`src/rtl/pev_pkg.sv`:
```
package pev_pkg;

    localparam int DATA_W = 32;
    localparam int ADDR_W = 3;

    typedef enum logic [ADDR_W-1:0] {
        A_ARM_SET  = 3'd0,
        A_ARM_CLR  = 3'd1,
        A_ARM      = 3'd2,
        A_EVENTS   = 3'd3,
        A_FILT_SET = 3'd4,
        A_FILT_CLR = 3'd5,
        A_FILT     = 3'd6,
        A_LEVEL    = 3'd7
    } pev_addr_e;

endpackage

```
`src/rtl/pev_filter.sv`:
```
module pev_filter #(
    parameter int N = 32
) (
    input  logic         clk,
    input  logic         rst_n,
    input  logic [N-1:0] raw_i,
    input  logic [N-1:0] en_i,
    output logic [N-1:0] lvl_o
);

    typedef struct packed {
        logic [N-1:0] raw_prev;
        logic [N-1:0] held;
        logic         armed;
    } flt_st_t;

    flt_st_t st_d, st_q;

    always_comb begin
        st_d          = st_q;
        st_d.raw_prev = raw_i;
        st_d.armed    = 1'b1;
        for (int i = 0; i < N; i++) begin
            if (!st_q.armed) begin
                st_d.held[i] = raw_i[i];
            end else if (raw_i[i] == st_q.raw_prev[i]) begin
                st_d.held[i] = raw_i[i];
            end
        end
    end

    always_ff @(posedge clk) begin
        if (!rst_n) begin
            st_q <= '0;
        end else begin
            st_q <= st_d;
        end
    end

    for (genvar g = 0; g < N; g++) begin : g_sel
        assign lvl_o[g] = en_i[g] ? st_q.held[g] : raw_i[g];
    end

endmodule

```
`src/rtl/pev_change.sv`:
```
module pev_change #(
    parameter int N = 32
) (
    input  logic         clk,
    input  logic         rst_n,
    input  logic [N-1:0] lvl_i,
    output logic [N-1:0] chg_o
);

    typedef struct packed {
        logic [N-1:0] prev;
        logic         armed;
    } chg_st_t;

    chg_st_t st_d, st_q;

    always_comb begin
        st_d.prev  = lvl_i;
        st_d.armed = 1'b1;
        chg_o      = st_q.armed ? (lvl_i ^ st_q.prev) : '0;
    end

    always_ff @(posedge clk) begin
        if (!rst_n) begin
            st_q <= '0;
        end else begin
            st_q <= st_d;
        end
    end

endmodule

```
`src/rtl/pev_regs.sv`:
```
module pev_regs
    import pev_pkg::*;
#(
    parameter int N = 32
) (
    input  logic              clk,
    input  logic              rst_n,
    input  logic              wr_en_i,
    input  logic              rd_en_i,
    input  logic [ADDR_W-1:0] addr_i,
    input  logic [DATA_W-1:0] wdata_i,
    input  logic [N-1:0]      chg_i,
    input  logic [N-1:0]      lvl_i,
    output logic [DATA_W-1:0] rdata_o,
    output logic [N-1:0]      arm_o,
    output logic [N-1:0]      events_o,
    output logic [N-1:0]      filt_o,
    output logic              irq_o
);

    typedef struct packed {
        logic [N-1:0]      arm;
        logic [N-1:0]      events;
        logic [N-1:0]      filt;
        logic [DATA_W-1:0] rdata;
    } reg_st_t;

    reg_st_t st_d, st_q;

    function automatic logic [DATA_W-1:0] widen(input logic [N-1:0] v);
        widen        = '0;
        widen[N-1:0] = v;
    endfunction

    logic [N-1:0] wbits;
    logic         ev_read;

    assign wbits   = wdata_i[N-1:0];
    assign ev_read = rd_en_i && (addr_i == A_EVENTS);

    always_comb begin
        st_d = st_q;
        if (wr_en_i) begin
            unique case (addr_i)
                A_ARM_SET:  st_d.arm  = st_q.arm | wbits;
                A_ARM_CLR:  st_d.arm  = st_q.arm & ~wbits;
                A_FILT_SET: st_d.filt = st_q.filt | wbits;
                A_FILT_CLR: st_d.filt = st_q.filt & ~wbits;
                default: ;
            endcase
        end
        st_d.events = (ev_read ? '0 : st_q.events) | chg_i;
        st_d.rdata  = '0;
        if (rd_en_i) begin
            unique case (addr_i)
                A_ARM:    st_d.rdata = widen(st_q.arm);
                A_EVENTS: st_d.rdata = widen(st_q.events);
                A_FILT:   st_d.rdata = widen(st_q.filt);
                A_LEVEL:  st_d.rdata = widen(lvl_i);
                default:  st_d.rdata = '0;
            endcase
        end
    end

    always_ff @(posedge clk) begin
        if (!rst_n) begin
            st_q <= '0;
        end else begin
            st_q <= st_d;
        end
    end

    assign rdata_o  = st_q.rdata;
    assign arm_o    = st_q.arm;
    assign events_o = st_q.events;
    assign filt_o   = st_q.filt;
    assign irq_o    = |(st_q.events & st_q.arm);

endmodule

```
`src/rtl/pin_event_unit.sv`:
```
module pin_event_unit
    import pev_pkg::*;
#(
    parameter int NPINS = 32
) (
    input  logic                 clk,
    input  logic                 rst_n,
    input  logic [NPINS-1:0]     pins_i,
    input  logic                 wr_en_i,
    input  logic                 rd_en_i,
    input  logic [ADDR_W-1:0]    addr_i,
    input  logic [DATA_W-1:0]    wdata_i,
    output logic [DATA_W-1:0]    rdata_o,
    output logic                 irq_o
);

    logic [NPINS-1:0] lvl_w;
    logic [NPINS-1:0] chg_w;
    logic [NPINS-1:0] arm_w;
    logic [NPINS-1:0] events_w;
    logic [NPINS-1:0] filt_w;

    pev_filter #(.N(NPINS)) filter_i (
        .clk   (clk),
        .rst_n (rst_n),
        .raw_i (pins_i),
        .en_i  (filt_w),
        .lvl_o (lvl_w)
    );

    pev_change #(.N(NPINS)) change_i (
        .clk   (clk),
        .rst_n (rst_n),
        .lvl_i (lvl_w),
        .chg_o (chg_w)
    );

    pev_regs #(.N(NPINS)) regs_i (
        .clk      (clk),
        .rst_n    (rst_n),
        .wr_en_i  (wr_en_i),
        .rd_en_i  (rd_en_i),
        .addr_i   (addr_i),
        .wdata_i  (wdata_i),
        .chg_i    (chg_w),
        .lvl_i    (lvl_w),
        .rdata_o  (rdata_o),
        .arm_o    (arm_w),
        .events_o (events_w),
        .filt_o   (filt_w),
        .irq_o    (irq_o)
    );

endmodule

```
`config.mk`:
```
export PLATFORM = sky130hd
export DESIGN_NAME = pin_event_unit
export DESIGN_NICKNAME = d
export VERILOG_FILES = /design/src/rtl/pev_pkg.sv /design/src/rtl/pev_filter.sv /design/src/rtl/pev_change.sv /design/src/rtl/pev_regs.sv /design/src/rtl/pin_event_unit.sv
export SDC_FILE = /design/constraint.sdc
export NUM_CORES = 1
export LEC_CHECK = 0
export CORE_AREA = 2 2 134 123
export CTS_BUF_LIST = sky130_fd_sc_hd__clkbuf_16
export CTS_CLUSTER_DIAMETER = 150
export DETAILED_ROUTE_END_ITERATION = 8
export DIE_AREA = 0 0 136 125
export PLACE_DENSITY = 0.78
export SLEW_MARGIN = 15
export SYNTH_ARGS = -nofsm -noshare
export SYNTH_HDL_FRONTEND = slang
export SYNTH_SLANG_ARGS = --single-unit
```
`constraint.sdc`:
```
create_clock -name clk -period 1.7 [get_ports clk]
set_input_delay 0.255 -clock clk [delete_from_list [all_inputs] [get_ports clk]]
set_output_delay 0.255 -clock clk [all_outputs]
set_load 0.01 [all_outputs]
```
Word-level counts from Yosys, hierarchy flattened
Index checks and enable logic that the tools add are counted.
{"block": "op_classes", "eq_ne": 71, "n_mux": 103, "bitwise_logic": 8, "reduce_logical": 8}
{"cell": "$pmux 32 s2", "n": 2}
{"cell": "$pmux 32 s4", "n": 1}
{"cell": "$mux 1", "n": 98}
{"cell": "$and 32x32->32", "n": 3}
{"cell": "$or 32x32->32", "n": 3}
{"cell": "$mux 32", "n": 2}
{"cell": "$ne 2x2->1 const B", "n": 32}
{"cell": "$eq 1x1->1", "n": 32}
{"cell": "$not 32->32", "n": 1}
{"cell": "$reduce_or 32->1", "n": 1}
{"cell": "$xor 32x32->32", "n": 1}
{"cell": "$eq 3x3->1 const B", "n": 4}
{"cell": "$eq 3x2->1 const B", "n": 2}
{"cell": "$reduce_and 2->1", "n": 3}
{"cell": "$reduce_bool 2->1", "n": 2}
{"cell": "$eq 3x1->1 const B", "n": 1}
{"cell": "$logic_not 3->1", "n": 1}
{"cell": "$logic_and 1x1->1", "n": 1}
{"block": "word_totals", "register_bits": 226, "input_bits": 71, "out_inout_bits": 33, "word_cells": 230}

Depth between registers and ports, before layout
{"block": "depth", "depth_word": 4, "ltp_mapped": 5, "mapped_depth_nobuf": 3}

Hierarchy
From an unflattened synthesis, not the netlist that was laid out.
{"block": "unflattened", "cells_unflattened": 973, "area_unflattened_um2": 9176.3}
{"mod": "pev_regs", "n_inst": 1, "cells_per_inst": 499, "area_per_inst_um2": 4834.6, "seq_area_each_um2": 2562.5}
{"mod": "pev_filter", "n_inst": 1, "cells_per_inst": 339, "area_per_inst_um2": 2930.3, "seq_area_each_um2": 1301.2}
{"mod": "pev_change", "n_inst": 1, "cells_per_inst": 135, "area_per_inst_um2": 1411.4, "seq_area_each_um2": 660.6}

Worst setup path before layout
OpenSTA, ideal clock, no wires.
{"block": "synth_timing", "path_kind": "reg-to-output", "start": "reg regs_i.st_q (netlist bit regs_i.events_o[18])", "end": "out irq_o", "arrival_ns": 1.135, "t_required_ns": 1.445, "path_slack_ns": 0.310, "path_stages_with_launch": 4, "path_buffers": 0, "path_cell_list": "dfxtp_1 > a22oi_1 > nand4_1 > or4_1"}
{"block": "synth_between", "elab_chain_cells": 2}
{"item": "from (decl)", "line": "pev_regs.sv:28", "text": "reg_st_t st_d, st_q;"}
{"item": "from (signal assigned)", "line": "pev_regs.sv:69", "text": "st_q <= st_d;"}
{"item": "$and 32x32->32", "line": "pev_regs.sv:77", "text": "assign irq_o = |(st_q.events & st_q.arm);"}
{"item": "$reduce_or 32->1", "line": "pev_regs.sv:77"}
{"item": "to (decl)", "line": "pin_event_unit.sv:14", "text": "output logic irq_o"}
No other way between the ends.

Worst setup path after layout
{"block": "layout_timing", "start": "reg regs_i.st_q (netlist bit regs_i.events_o[22])", "end": "out irq_o"}
The elaborated chain is that of the path after synthesis.

==> metrics.csv <==
metric,value,unit
Worst-Margin Slew,412,ps
fillcell total,1161,
antenna-violating nets left,0,
asr flop ratio synth,0,%
via count,7360,
H-Tree Depth,1,
Mapped Nets,909,
# rows,44,
Critical Path AT,1870,ps
critical-path cell list,"a22oi_2, nand4_1, or4_4, buf_6",
dpl hpwl,15.6,mm
CP startpoint kind,register,
area of placed instances,10500,sq um
max cap viols,0,
"Hold-fix buffers, CTS",0,
final worst-path cycle share,125,%
first-pass GRT wire length,36.7,mm
Synth cell types,26,
"Primary FF master, synth",dfxtp_1,
CTS root buffer,clkbuf_16,
nature of the critical path endpoint,output pin,
Worst Skew,13.5,ps
syn_area_per_cell,10.1,sq um
Layout area overhead,31.8,%
Pwr Total,11.8,mW
core box area,15700,sq um
Buf/Inv on CP,1,
setup TNS,-426,ps
clock tree buffer depth,3,
cell depth of the worst hold path,3,
multi-input logic area,3750,sq um
Crit path required time,1440,ps
Worst slew margin,71.7,%
P per Cell Area,1050,nW/um^2
fmax,470,MHz
Diodes inserted,0,
largest net degree at the start of global routing,42,
worst hold path class,in2reg,
Final Cell Area,11200,sq um
antenna violations before repair,0,
WS Path Type,reg2out,
First-pass DRT Iterations,5,
top fanout value on the critical path,2,
"delay-heaviest family, CP",simple AND/OR/NAND/NOR gates,
Clock Pin Slew Worst Setup and Hold Paths,60,ps
clock sinks,225,
top-count cell post-synth,dfxtp_1,
GPL Wtd Cong,0.878,
"Cell Area, Synth",8490,sq um
Starting DRT DRC Count,665,
Post-Route WL,23.0,mm
post-CTS setup buffers,0,
fin. max-slew vios,0,
Worst Hold Margin,394,ps
later-pin clock latency in the skew report,510,ps
post-DR wirelength/cell,18.8,um
Register Area,4500,sq um
Synth Warn #,0,
worst reg-to-reg setup slack,410,ps
vias in the first global route,7085,
global route overflow,0,
I/O pin count,104,
Die X-Extent,136,um
DRC,0,
post-route setup slack,-426,ps
top post-synthesis cells by area,"dfxtp_1 (53%), a21oi_1 (7.5%), a311oi_1 (6.6%)",
Lkg Pwr,4.20,nW
Final Setup Violations,1,
CTS tree,built,
GR Util All Layers,26.8,%
Post-synth top cells,"dfxtp_1 (225), a21oi_1 (128), a311oi_1 (64)",
Post-synth EDFFs,0,
Worst Reg-to-Reg Cells,3,
Die ar.,17000,sq um
"Slowest-stage cell, CP",or4_4,
Yosys top cell area share,53.0,%
post-DR vias/cell,6.02,
Crit path depth,4,
status,finished with violations,
Die Span Y,125,um
Nets,1072,
share of layout cells above drive strength 1,14.9,%
RSZ-0062 raised after global routing,true,
sequential share of the synthesized area,53.0,%
peak supply drop,0.663,mV
biggest cell delay along the critical path,520,ps
total CTS buffers,23,
Final Hold Fails,0,
minimum clock period,2130,ps
Synth Register Bits,225,
initial core utilization,53.9,%
Mapped Cells,838,
Synth area leader,dfxtp_1,
# port buffers,103,
failing checks,setup timing,
-- stage by stage --
step                instances  util, %  setup slack, ps
floorplan                 838        -              310
global placement         1183     66.5             -353
detailed placement       1183     66.5             -375
CTS                      1223     71.1             -417
global route             1223     71.1             -472
finish                   1223     71.1             -426
-- path summary, 6_finish.rpt --
check	end	start
worst max-delay path	irq_o	regs_i.events_o[22]
worst min-delay path	filter_i.st_q[4]	pins_i[3]
worst max register to register	regs_i.events_o[18]	register
worst min register to register	filter_i.st_q[9]	filter_i.st_q[9]
-- per-layer routing --
metal | routed length [um] | global-route usage [%] | vias up
met5 | 0 | 0 | -
met4 | 699 | 9.31 | 0
met3 | 1640 | 4.34 | 49
met2 | 10800 | 43.2 | 319
met1 | 9850 | 36.5 | 3512
li1 | - | - | 3480
-- repair_timing --
item | in CTS | in global routing
endpoints found under the setup margin | 1 | 1
endpoints found under the hold margin | 0 | 0
pin swaps | 0 | 2
gates resized for setup | 14 | 1
-- cells in the final DEF, fill, tap and decap left out, types with 9 or more instances in the layout --
cell type / count
a22o_1: 32
clkdlybuf4s50_1: 102
clkbuf_16: 23
nand2_1: 32
dfxtp_1: 225
o21ai_0: 32
a21oi_1: 128
xnor2_1: 32
a22oi_2: 9
nor2_1: 32
buf_12: 15
a22oi_1: 39
buf_4: 88
and2_1: 32
a2bb2oi_1: 32
a21o_1: 32
a311oi_1: 64
mux2i_1: 32
-- report_power, final --
part | switching (mW) | internal (mW) | total [mW]
sequential | 0.166 | 5.56 | 5.73
clock | 1.99 | 2.60 | 4.59
combinational | 0.701 | 0.751 | 1.45
-- cell type report --
cell class	count	share of cell area, %
Inverter	2	0.0783
Tap cell	207	2.31
Timing Repair Buffer	206	17.8
Clock inverter	17	0.906
Multi-Input combinational cell	543	33.5
Clock buffer	23	5.14
Sequential cell	225	40.2
-- tightest hold or removal path, cell delays in order --
cell             delay (ps)
clkdlybuf4s50_1         450
o21ai_0                  90
a21oi_1                  60
-- cells by family (layout without fill, tap and decap cells) --
kind of cell    after synthesis  in the layout  share of synthesized area, %
compound gates              369            369                          29.9
xor+xnor                     32             32                          3.30
buf+inv                      70            248                          3.65
flops                       225            225                          53.0
mux                          32             32                          3.77
simple gates                110            110                          6.35
Power figures use the tool's default switching activity.
